`config.mk`:
```
export PLATFORM = sky130hd
export DESIGN_NAME = flashctl_guard_regs
export DESIGN_NICKNAME = d
export VERILOG_FILES = /design/src/rtl/flashctl_guard_pkg.sv /design/src/rtl/flashctl_key_gate.sv /design/src/rtl/flashctl_guarded_reg.sv /design/src/rtl/flashctl_irq_unit.sv /design/src/rtl/flashctl_guard_regs.sv
export SDC_FILE = /design/constraint.sdc
export NUM_CORES = 1
export LEC_CHECK = 0
export ABC_AREA = 1
export BUFFER_PORTS_ARGS = -buffer_cell sky130_fd_sc_hd__buf_2
export CAP_MARGIN = 20
export CORE_MARGIN = 4
export CORE_UTILIZATION = 49
export DETAILED_ROUTE_END_ITERATION = 8
export GPL_TIMING_DRIVEN = 0
export PLACE_DENSITY = 0.9
export SYNTH_ARGS = -nofsm -noshare
export SYNTH_HDL_FRONTEND = slang
export SYNTH_SLANG_ARGS = --single-unit
```
`constraint.sdc`:
```
create_clock -name clk -period 1.2 [get_ports clk]
set_input_delay 0.18 -clock clk [delete_from_list [all_inputs] [get_ports clk]]
set_output_delay 0.18 -clock clk [all_outputs]
set_load 0.1 [all_outputs]
```
`src/rtl/flashctl_guard_pkg.sv`:
```
// Package: shared address map and bit positions for the guarded
// configuration and interrupt register unit.
// Assumes word addressing on a 4-bit register address.
package flashctl_guard_pkg;
    localparam int ADDR_W  = 4;
    localparam int DATA_W  = 32;
    localparam int EVT_N   = 6;
    localparam int IFACE_W = 4;
    localparam int TIME_W  = 27;
    localparam int KEY_W   = 16;
    localparam logic [KEY_W-1:0] UNLOCK_KEY = 16'hA25E;

    typedef enum logic [ADDR_W-1:0] {
        RA_LOCK  = 4'd0,
        RA_IFACE = 4'd1,
        RA_TIME  = 4'd2,
        RA_MASK  = 4'd3,
        RA_STAT  = 4'd4,
        RA_RAW   = 4'd5
    } reg_addr_e;

    // event / mask / status bit positions
    localparam int EV_WPFAULT = 0;
    localparam int EV_ECCRDY  = 1;
    localparam int EV_DECERR  = 2;
    localparam int EV_DECFAIL = 3;
    localparam int EV_CTLRDY  = 4;
    localparam int EV_NANDRDY = 5;

    localparam int RAW_W = 7;
endpackage

```
`src/rtl/flashctl_key_gate.sv`:
```
// Module: single-shot key gate. A lock-register write carrying the key
// opens the gate. Any guarded write or any other lock-register value
// closes it again.
// Assumes the lock write and the guarded write never coincide, because
// they decode from one address.
module flashctl_key_gate #(
    parameter int KEY_W = 16,
    parameter logic [KEY_W-1:0] KEY = 16'hA25E
) (
    input  logic             clk,
    input  logic             rst_n,
    input  logic             lock_wr,
    input  logic [KEY_W-1:0] lock_data,
    input  logic             guarded_wr,
    output logic             gate_open
);
    // Tracks whether one guarded write is currently permitted.
    always_ff @(posedge clk) begin
        if (!rst_n)
            gate_open <= 1'b0;
        else if (lock_wr)
            gate_open <= (lock_data == KEY);
        else if (guarded_wr)
            gate_open <= 1'b0;
    end


    relock_after_write_chk: assert property (@(posedge clk) disable iff (!rst_n)
        (guarded_wr && !lock_wr) |=> !gate_open);

    wrong_key_stays_closed_chk: assert property (@(posedge clk) disable iff (!rst_n)
        (lock_wr && lock_data != KEY) |=> !gate_open);
endmodule

```
`src/rtl/flashctl_guarded_reg.sv`:
```
// Module: storage register that accepts a write only while the key
// gate is open. The same register works as a plain one when the gate
// input is tied high.
// Assumes the write data is already narrowed to W bits.
module flashctl_guarded_reg #(
    parameter int W = 4
) (
    input  logic         clk,
    input  logic         rst_n,
    input  logic         wr_en,
    input  logic         gate_open,
    input  logic [W-1:0] wdata,
    output logic [W-1:0] q
);
    // Stores new data only on a permitted write.
    always_ff @(posedge clk) begin
        if (!rst_n)
            q <= '0;
        else if (wr_en && gate_open)
            q <= wdata;
    end


    locked_write_ignored_chk: assert property (@(posedge clk) disable iff (!rst_n)
        (wr_en && !gate_open) |=> $stable(q));
endmodule

```
`src/rtl/flashctl_irq_unit.sv`:
```
// Module: sticky interrupt status with per-line rising-edge capture,
// clear on status read, and a masked level output.
// Assumes event lines are synchronous to clk. A rise in the clear
// cycle survives the clear.
module flashctl_irq_unit #(
    parameter int N = 6
) (
    input  logic         clk,
    input  logic         rst_n,
    input  logic [N-1:0] evt,
    input  logic [N-1:0] mask,
    input  logic         clr,
    output logic [N-1:0] status,
    output logic         irq
);
    logic [N-1:0] evt_d;
    logic [N-1:0] rise;

    for (genvar i = 0; i < N; i++) begin : g_line
        // Remembers last cycle's level of line i.
        always_ff @(posedge clk) begin
            if (!rst_n) evt_d[i] <= 1'b0;
            else        evt_d[i] <= evt[i];
        end

        // Flags a low-to-high change on line i.
        always_comb rise[i] = evt[i] & ~evt_d[i];

        // Sets on a rise, clears on a status read, otherwise holds.
        always_ff @(posedge clk) begin
            if (!rst_n)       status[i] <= 1'b0;
            else if (rise[i]) status[i] <= 1'b1;
            else if (clr)     status[i] <= 1'b0;
        end


        rise_sets_bit_chk: assert property (@(posedge clk) disable iff (!rst_n)
            rise[i] |=> status[i]);
    end

    // Combines enabled status bits into the level interrupt.
    always_comb irq = |(status & mask);


    read_clears_chk: assert property (@(posedge clk) disable iff (!rst_n)
        (clr && rise == '0) |=> (status == '0));

    sticky_bits_chk: assert property (@(posedge clk) disable iff (!rst_n)
        !clr |=> ((status & $past(status)) == $past(status)));

    rise_during_clear_chk: assert property (@(posedge clk) disable iff (!rst_n)
        clr |=> (status == $past(rise)));
endmodule

```
`src/rtl/flashctl_guard_regs.sv`:
```
// Module: top of the guarded configuration and interrupt register unit.
// It decodes the register port, holds the key gate, both guarded
// registers, the interrupt mask and the status unit, and returns
// read data one cycle after the strobe.
// Assumes at most one of reg_wr / reg_rd per cycle.
module flashctl_guard_regs
    import flashctl_guard_pkg::*;
#(
    parameter int AW = ADDR_W,
    parameter int DW = DATA_W,
    parameter int NE = EVT_N,
    parameter int IW = IFACE_W,
    parameter int TW = TIME_W
) (
    input  logic          clk,
    input  logic          rst_n,
    input  logic          reg_wr,
    input  logic          reg_rd,
    input  logic [AW-1:0] reg_addr,
    input  logic [DW-1:0] reg_wdata,
    output logic [DW-1:0] reg_rdata,
    input  logic [NE-1:0] evt_in,
    input  logic [1:0]    err_cnt,
    output logic [IW-1:0] cfg_iface,
    output logic [TW-1:0] cfg_timing,
    output logic          irq_out
);
    localparam int RW = RAW_W;

    logic wr_lock, wr_iface, wr_time, wr_mask, rd_stat;
    logic gate_open;
    logic [NE-1:0] mask_q, stat_q;
    logic [RW-1:0] raw_word;
    logic [DW-1:0] rd_mux;
    logic          unused_wbits;

    // Decodes write and read strobes per register.
    always_comb begin
        wr_lock  = reg_wr && (reg_addr == RA_LOCK);
        wr_iface = reg_wr && (reg_addr == RA_IFACE);
        wr_time  = reg_wr && (reg_addr == RA_TIME);
        wr_mask  = reg_wr && (reg_addr == RA_MASK);
        rd_stat  = reg_rd && (reg_addr == RA_STAT);
    end

    assign unused_wbits = ^reg_wdata[DW-1:TW];

    flashctl_key_gate #(.KEY_W(KEY_W), .KEY(UNLOCK_KEY)) u_gate (
        .clk        (clk),
        .rst_n      (rst_n),
        .lock_wr    (wr_lock),
        .lock_data  (reg_wdata[KEY_W-1:0]),
        .guarded_wr (wr_iface || wr_time),
        .gate_open  (gate_open)
    );

    flashctl_guarded_reg #(.W(IW)) u_iface (
        .clk       (clk),
        .rst_n     (rst_n),
        .wr_en     (wr_iface),
        .gate_open (gate_open),
        .wdata     (reg_wdata[IW-1:0]),
        .q         (cfg_iface)
    );

    flashctl_guarded_reg #(.W(TW)) u_time (
        .clk       (clk),
        .rst_n     (rst_n),
        .wr_en     (wr_time),
        .gate_open (gate_open),
        .wdata     (reg_wdata[TW-1:0]),
        .q         (cfg_timing)
    );

    flashctl_guarded_reg #(.W(NE)) u_mask (
        .clk       (clk),
        .rst_n     (rst_n),
        .wr_en     (wr_mask),
        .gate_open (1'b1),
        .wdata     (reg_wdata[NE-1:0]),
        .q         (mask_q)
    );

    flashctl_irq_unit #(.N(NE)) u_irq (
        .clk    (clk),
        .rst_n  (rst_n),
        .evt    (evt_in),
        .mask   (mask_q),
        .clr    (rd_stat),
        .status (stat_q),
        .irq    (irq_out)
    );

    // Assembles the live raw status word from line levels and count.
    always_comb begin
        raw_word      = '0;
        raw_word[0]   = evt_in[EV_NANDRDY];
        raw_word[1]   = evt_in[EV_CTLRDY];
        raw_word[2]   = evt_in[EV_ECCRDY];
        raw_word[3]   = evt_in[EV_DECERR];
        raw_word[5:4] = err_cnt;
        raw_word[6]   = evt_in[EV_DECFAIL];
    end

    // Selects the word for the addressed register.
    always_comb begin
        rd_mux = '0;
        case (reg_addr)
            RA_IFACE: rd_mux[IW-1:0] = cfg_iface;
            RA_TIME:  rd_mux[TW-1:0] = cfg_timing;
            RA_MASK:  rd_mux[NE-1:0] = mask_q;
            RA_STAT:  rd_mux[NE-1:0] = stat_q;
            RA_RAW:   rd_mux[RW-1:0] = raw_word;
            default:  rd_mux = '0;
        endcase
    end

    // Registers read data on a read strobe.
    always_ff @(posedge clk) begin
        if (!rst_n)      reg_rdata <= '0;
        else if (reg_rd) reg_rdata <= rd_mux;
    end


    irq_drops_after_read_chk: assert property (@(posedge clk) disable iff (!rst_n)
        (rd_stat && $past(evt_in) == evt_in) |=> !irq_out);

    key_then_write_stores_chk: assert property (@(posedge clk) disable iff (!rst_n)
        (wr_iface && gate_open) |=> (cfg_iface == $past(reg_wdata[IW-1:0])));
endmodule

```
==> Word-level counts from Yosys, hierarchy flattened <==
Cells that the tools add are included.
{ "totals": {"mem_bits_rw": 0, "latchBits": 0, "memories": 0, "regBits": 77, "in_bits": 48, "rom_bits": 0, "out_inout_bits": 64, "word_cells": 66} }
{ "op_classes": {"n_bitwise": 13, "n_addsub": 0, "n_lt_le_gt_ge": 0, "n_eq_ne": 6, "n_mux": 13, "shifts": 0, "multipliers": 0, "n_reduce_logical": 17, "div": 0} }
{ "ops": {"columns": ["cell", "n"], "rows": [
  ["2-to-1 mux 20 bit", 1],
  ["case mux 4 bit (5 select lines)", 1],
  ["== test 16 bit, second input constant", 1],
  ["nonzero test 2 bit", 7],
  ["2-to-1 mux 1 bit", 9],
  ["== test 4 x 2 -> 1 bit, second input constant", 2],
  ["== test 4 x 3 -> 1 bit, second input constant", 2],
  ["case mux 2 bit (4 select lines)", 1],
  ["logical AND 1 bit", 7],
  ["AND 1 bit", 6],
  ["AND 6 bit", 1],
  ["NOT 1 bit", 6],
  ["OR reduction 6 bit", 1],
  ["== test 4 x 1 -> 1 bit, second input constant", 1],
  ["logical NOT 4 bit", 1],
  ["case mux 1 bit (2 select lines)", 1],
  ["logical OR 1 bit", 1]
]} }

==> Logic depth before layout (Yosys ltp) <==
{ "depth": {"ltp_word": 5, "ltp_mapped": 8, "ltp_nobuf": 8} }

==> Hierarchy <==
Synthesis repeated with hierarchy kept, for this count alone.
{ "hier_totals": {"hier_cells": 506, "hier_area_um2": 3430.8} }
{ "modules_own_cells": {"columns": ["mod", "seq_area_each_um2", "cells_per_inst", "area_per_inst_um2", "n_inst"], "rows": [
  ["flashctl_guard_regs", 540.5, 203, 1346.3, 1],
  ["flashctl_guarded_reg (u_time)", 540.5, 171, 1148.6, 1],
  ["flashctl_irq_unit", 240.2, 50, 420.4, 1],
  ["flashctl_guarded_reg (u_mask)", 120.1, 38, 250.2, 1],
  ["flashctl_guarded_reg (u_iface)", 80.1, 25, 161.4, 1],
  ["flashctl_key_gate", 20.0, 19, 103.8, 1]
]} }

==> Worst setup path after synthesis <==
Ideal clock, no wire load.
{ "synth_path": {"path_type": "reg-to-output", "from": "register u_irq.status[0]", "to": "output port irq_out", "t_arrival_ns": 1.369, "path_slack_ns": -0.349, "path_stages_with_launch": 5, "path_cell_list": "dfxtp_1 -> nand2_1 -> nand2_1 -> a221oi_1 -> nand3_1"} }
{ "synth_between": {"elab_chain_cells": 2} }
{ "synth_rtl": {"columns": ["item", "line_no", "rtl"], "rows": [
  ["from (decl)", "flashctl_irq_unit.sv:13", "output logic [N-1:0] status,"],
  ["from (signal, indexed assignment)", "flashctl_irq_unit.sv:31", "if (!rst_n) status[i] <= 1'b0;"],
  ["from (signal, indexed assignment)", "flashctl_irq_unit.sv:32", "else if (rise[i]) status[i] <= 1'b1;"],
  ["from (signal, indexed assignment)", "flashctl_irq_unit.sv:33", "else if (clr) status[i] <= 1'b0;"],
  ["AND 6 bit", "flashctl_irq_unit.sv:42", "always_comb irq = |(status & mask);"],
  ["OR reduction 6 bit", "flashctl_irq_unit.sv:42", null],
  ["to (decl)", "flashctl_guard_regs.sv:26", "output logic irq_out"]
]} }
Every way passes these cells.

==> Worst setup path in the final report <==
Ends and elaborated chain as after synthesis.

==> summary.txt <==
Run status
  – Outcome: finished with violations
  – Failing checks: negative setup slack

Worst setup path
  – Worst reg2reg path depth: 6
  – CP required: just over 1 ns
  – Crit. End Element: primary output
  – Worst-path maximum fanout: 3
  – Crit path kind: reg -> out
  – CP Data Arrival Time: between 1 and 1.5 ns
  – CP startpoint kind: flip-flop

Timing
  – Final Cycle Share: 125.1%
  – Fmax: 666.0 MHz
  – Final hold vios: 0
  – Total negative slack: -0.3015 ns
  – Slew @ Worst Pin: 0.5195 ns
  – Fin. max-slew vios: 0
  – Worst Skew: 0.01247 ns
  – Max-slew headroom at the worst pin: between 60% and 70%
  – Final setup vio count: 1
  – RSZ-0062 raised after global routing: true
  – Fin crit period: roughly 1.5 ns
  – Hold Slack: 0.009776 ns
  – Final Worst Setup Slack: -0.3015 ns

Synthesis
  – Post-synthesis cell type count: 22
  – Syn Inst Count: 415
  – Synth Register Bits: 77
  – Number of synthesized flops with an enable pin: 0
  – Syn Std Cell Area: 3070 µm²
  – Post-synth top flop: dfxtp_1
  – Post-Syn Area per Cell: 7.399 µm²
  – Sequential-to-total area share from yosys stat: 50.20%
  – FFs w/ async S/R, synth: 0%
  – Synth warn: 0

Cells and area
  – Most frequent cells in the layout: nand2_1, nor2_1, dfxtp_2
  – ANT cells: 0
  – Layout cells sized above 1: roughly two fifths
  – Syn-to-layout area delta: 36.19%
  – Post-Layout Cell Count: 608
  – Commonest non-fill, non-tap cell in the layout: nand2_1
  – Nets: ~580

Power
  – Combinational Power Share: 15.4%
  – Switch share: between 30 and 40%
  – Final Total Pwr: 5.282 mW
  – Clock share of power: between 30% and 40%
  – Leak: 1.929 nW
  – P_int: 3.634 mW
  – Peak VDD IR: approximately 1 mV
  – Switching power total: 1.648 mW
  – Power per cell area: 1263 nW/µm²
  – Register share of total power: 50.9%

Routing
  – Initial DRC count: ~260
  – Drt via density: approximately 5.4
  – WL final: 9457 µm
  – Post-route antenna net violation count: 0
  – Routed WL per cell: roughly 16 µm
  – Post-Route M1 WL: 3585 µm
  – Met3 wire len: 1064 µm
  – Met2 WL: 4656 µm
  – Total number of vias: about 3300
  – DRT Pass-1 Iters: 5
  – Top sig layer: met4
  – Drt drc: 0

Global route
  – First-pass GRT wire length: 14720 µm
  – Grt total ovfl: 0
  – Initial antenna violation count: 0
  – Total GRT Usage: 25.15%
  – Vias in the first global route: 3124
  – Largest net degree at the start of global routing: 14

Hold path
  – Worst hold-check path type: in -> reg
  – WHS Path Cells: 3

Floorplan
  – Io pins: 112
  – Initial Util: between 50% and 60%
  – Die width: 87.16 µm
  – Core area: 5991 µm²
  – Full die area: 7597 µm²
  – DIE HEIGHT: 87.16 µm
  – Row cnt: 28

Clock tree
  – CTS Buf Count: 9
  – Post-CTS Setup Bufs: 0
  – CTS root buf: clkbuf_8
  – Later-pin clock latency in the skew report: 0.36 ns
  – H-tree levels: 3
  – Deepest clock path buffer count: 2
  – Worst-path clk slew: about 0.08 ns
  – CTS tree: done
  – Clock sink count: 77

Job
  – Max-cap viol count: 0

Placed design
  – I/O Buffers: 98
  – Routability Congestion: 0.8928
  – Dpl hpwl: about 6700 µm
  – Inst Count DP: 592
[stage by stage]
step	instance area, µm²	setup slack (ns)	util (%)
final	4182	-0.3015	69.80
after global routing	4182	-0.3542	69.80
after CTS	4104	-0.3207	68.50
after detailed placement	3746	-0.2231	62.53
after global placement	3746	-0.2162	62.53
after floorplan	3162	-0.1210	-
[area by class of cell]
class                   count  area (µm²)
clock buffers              11       141.4
well taps                  75       93.84
multi-input cells         296        1345
fillers                   472        1809
plain buffers              27       148.9
flip-flops and latches     77        1619
clock inverters             5       36.28
repair buffers             98       725.7
inverters                  19       71.32
[metal layers]
metal  GRT usage, %  vias up
li1               -     1569
met1          30.33     1526
met2          42.79      187
met3          6.528       14
met4          9.763        0
met5              0        -
[synth_stat cells (2+ instances only)]
library cell / number / share of area [%]
nand2_1: 78 / 9.5
dfxtp_1: 77 / 50
nor2_1: 72 / 8.8
o21ai_0: 54 / 8.8
a21oi_1: 32 / 5.2
nand3_1: 31 / 5.1
inv_1: 15 / 1.8
clkbuf_1: 13 / 1.6
o21ai_1: 10 / 1.6
buf_2: 6 / 0.98
buf_4: 6 / 1.5
nor2_4: 4 / 1.5
inv_2: 3 / 0.37
nand4_1: 3 / 0.61
buf_6: 2 / 0.73
nor2_2: 2 / 0.41
nor3_1: 2 / 0.33
[what timing repair did]
item	in CTS	in global routing
cloned	0	0
hold endpoints to repair	0	0
hold buffers	0	0
pin swaps	4	1
setup endpoints to repair	59	38
gates resized for setup	69	23
[power by group through the flow]
stage | registers, mW | logic, mW | clock network [mW]
floorplan | 3.03 | 0.270 | 0
global placement | 2.74 | 0.755 | 0
detailed placement | 2.74 | 0.768 | 0
CTS | 2.68 | 0.801 | 1.80
global route | 2.70 | 0.856 | 1.90
finish | 2.69 | 0.812 | 1.78
[critical path, cell delays in order, from the launching register on]
cell	delay [ns]
dfxtp_2	0.35
nand2_2	0.07
nand2_2	0.05
a221oi_2	0.18
nand3_2	0.13
buf_12	0.19
[sequential cells by signal (all words and copies together), names as in the netlist]
name / count
reg_rdata: 27
u_mask.q: 6
u_gate.gate_open: 1
u_time.q: 27
u_iface.q: 4
u_irq.evt_d: 6
u_irq.status: 6
[final timing paths]
kind	startpoint	end	slack (ns)
min	evt_in[0]	u_irq.evt_d[0]	0.01
min reg2reg	u_irq.evt_d[0]	u_irq.status[0]	0.42
max reg2reg	u_gate.gate_open	u_time.q[17]	0.09
max	u_irq.status[0]	irq_out	-0.30
[cells by family (layout without fill, tap and decap cells)]
logic type             count (synthesis)  count (layout)  synth area share [%]
AOI/OAI and AO/OA                     98              98                 16.18
and+or+nand+nor                      193             193                 26.41
buffers and inverters                 46             160                 7.090
DFF                                   77              77                 50.20
other                                  1               5                0.1221
No activity file was read; power rests on OpenSTA's default activity.
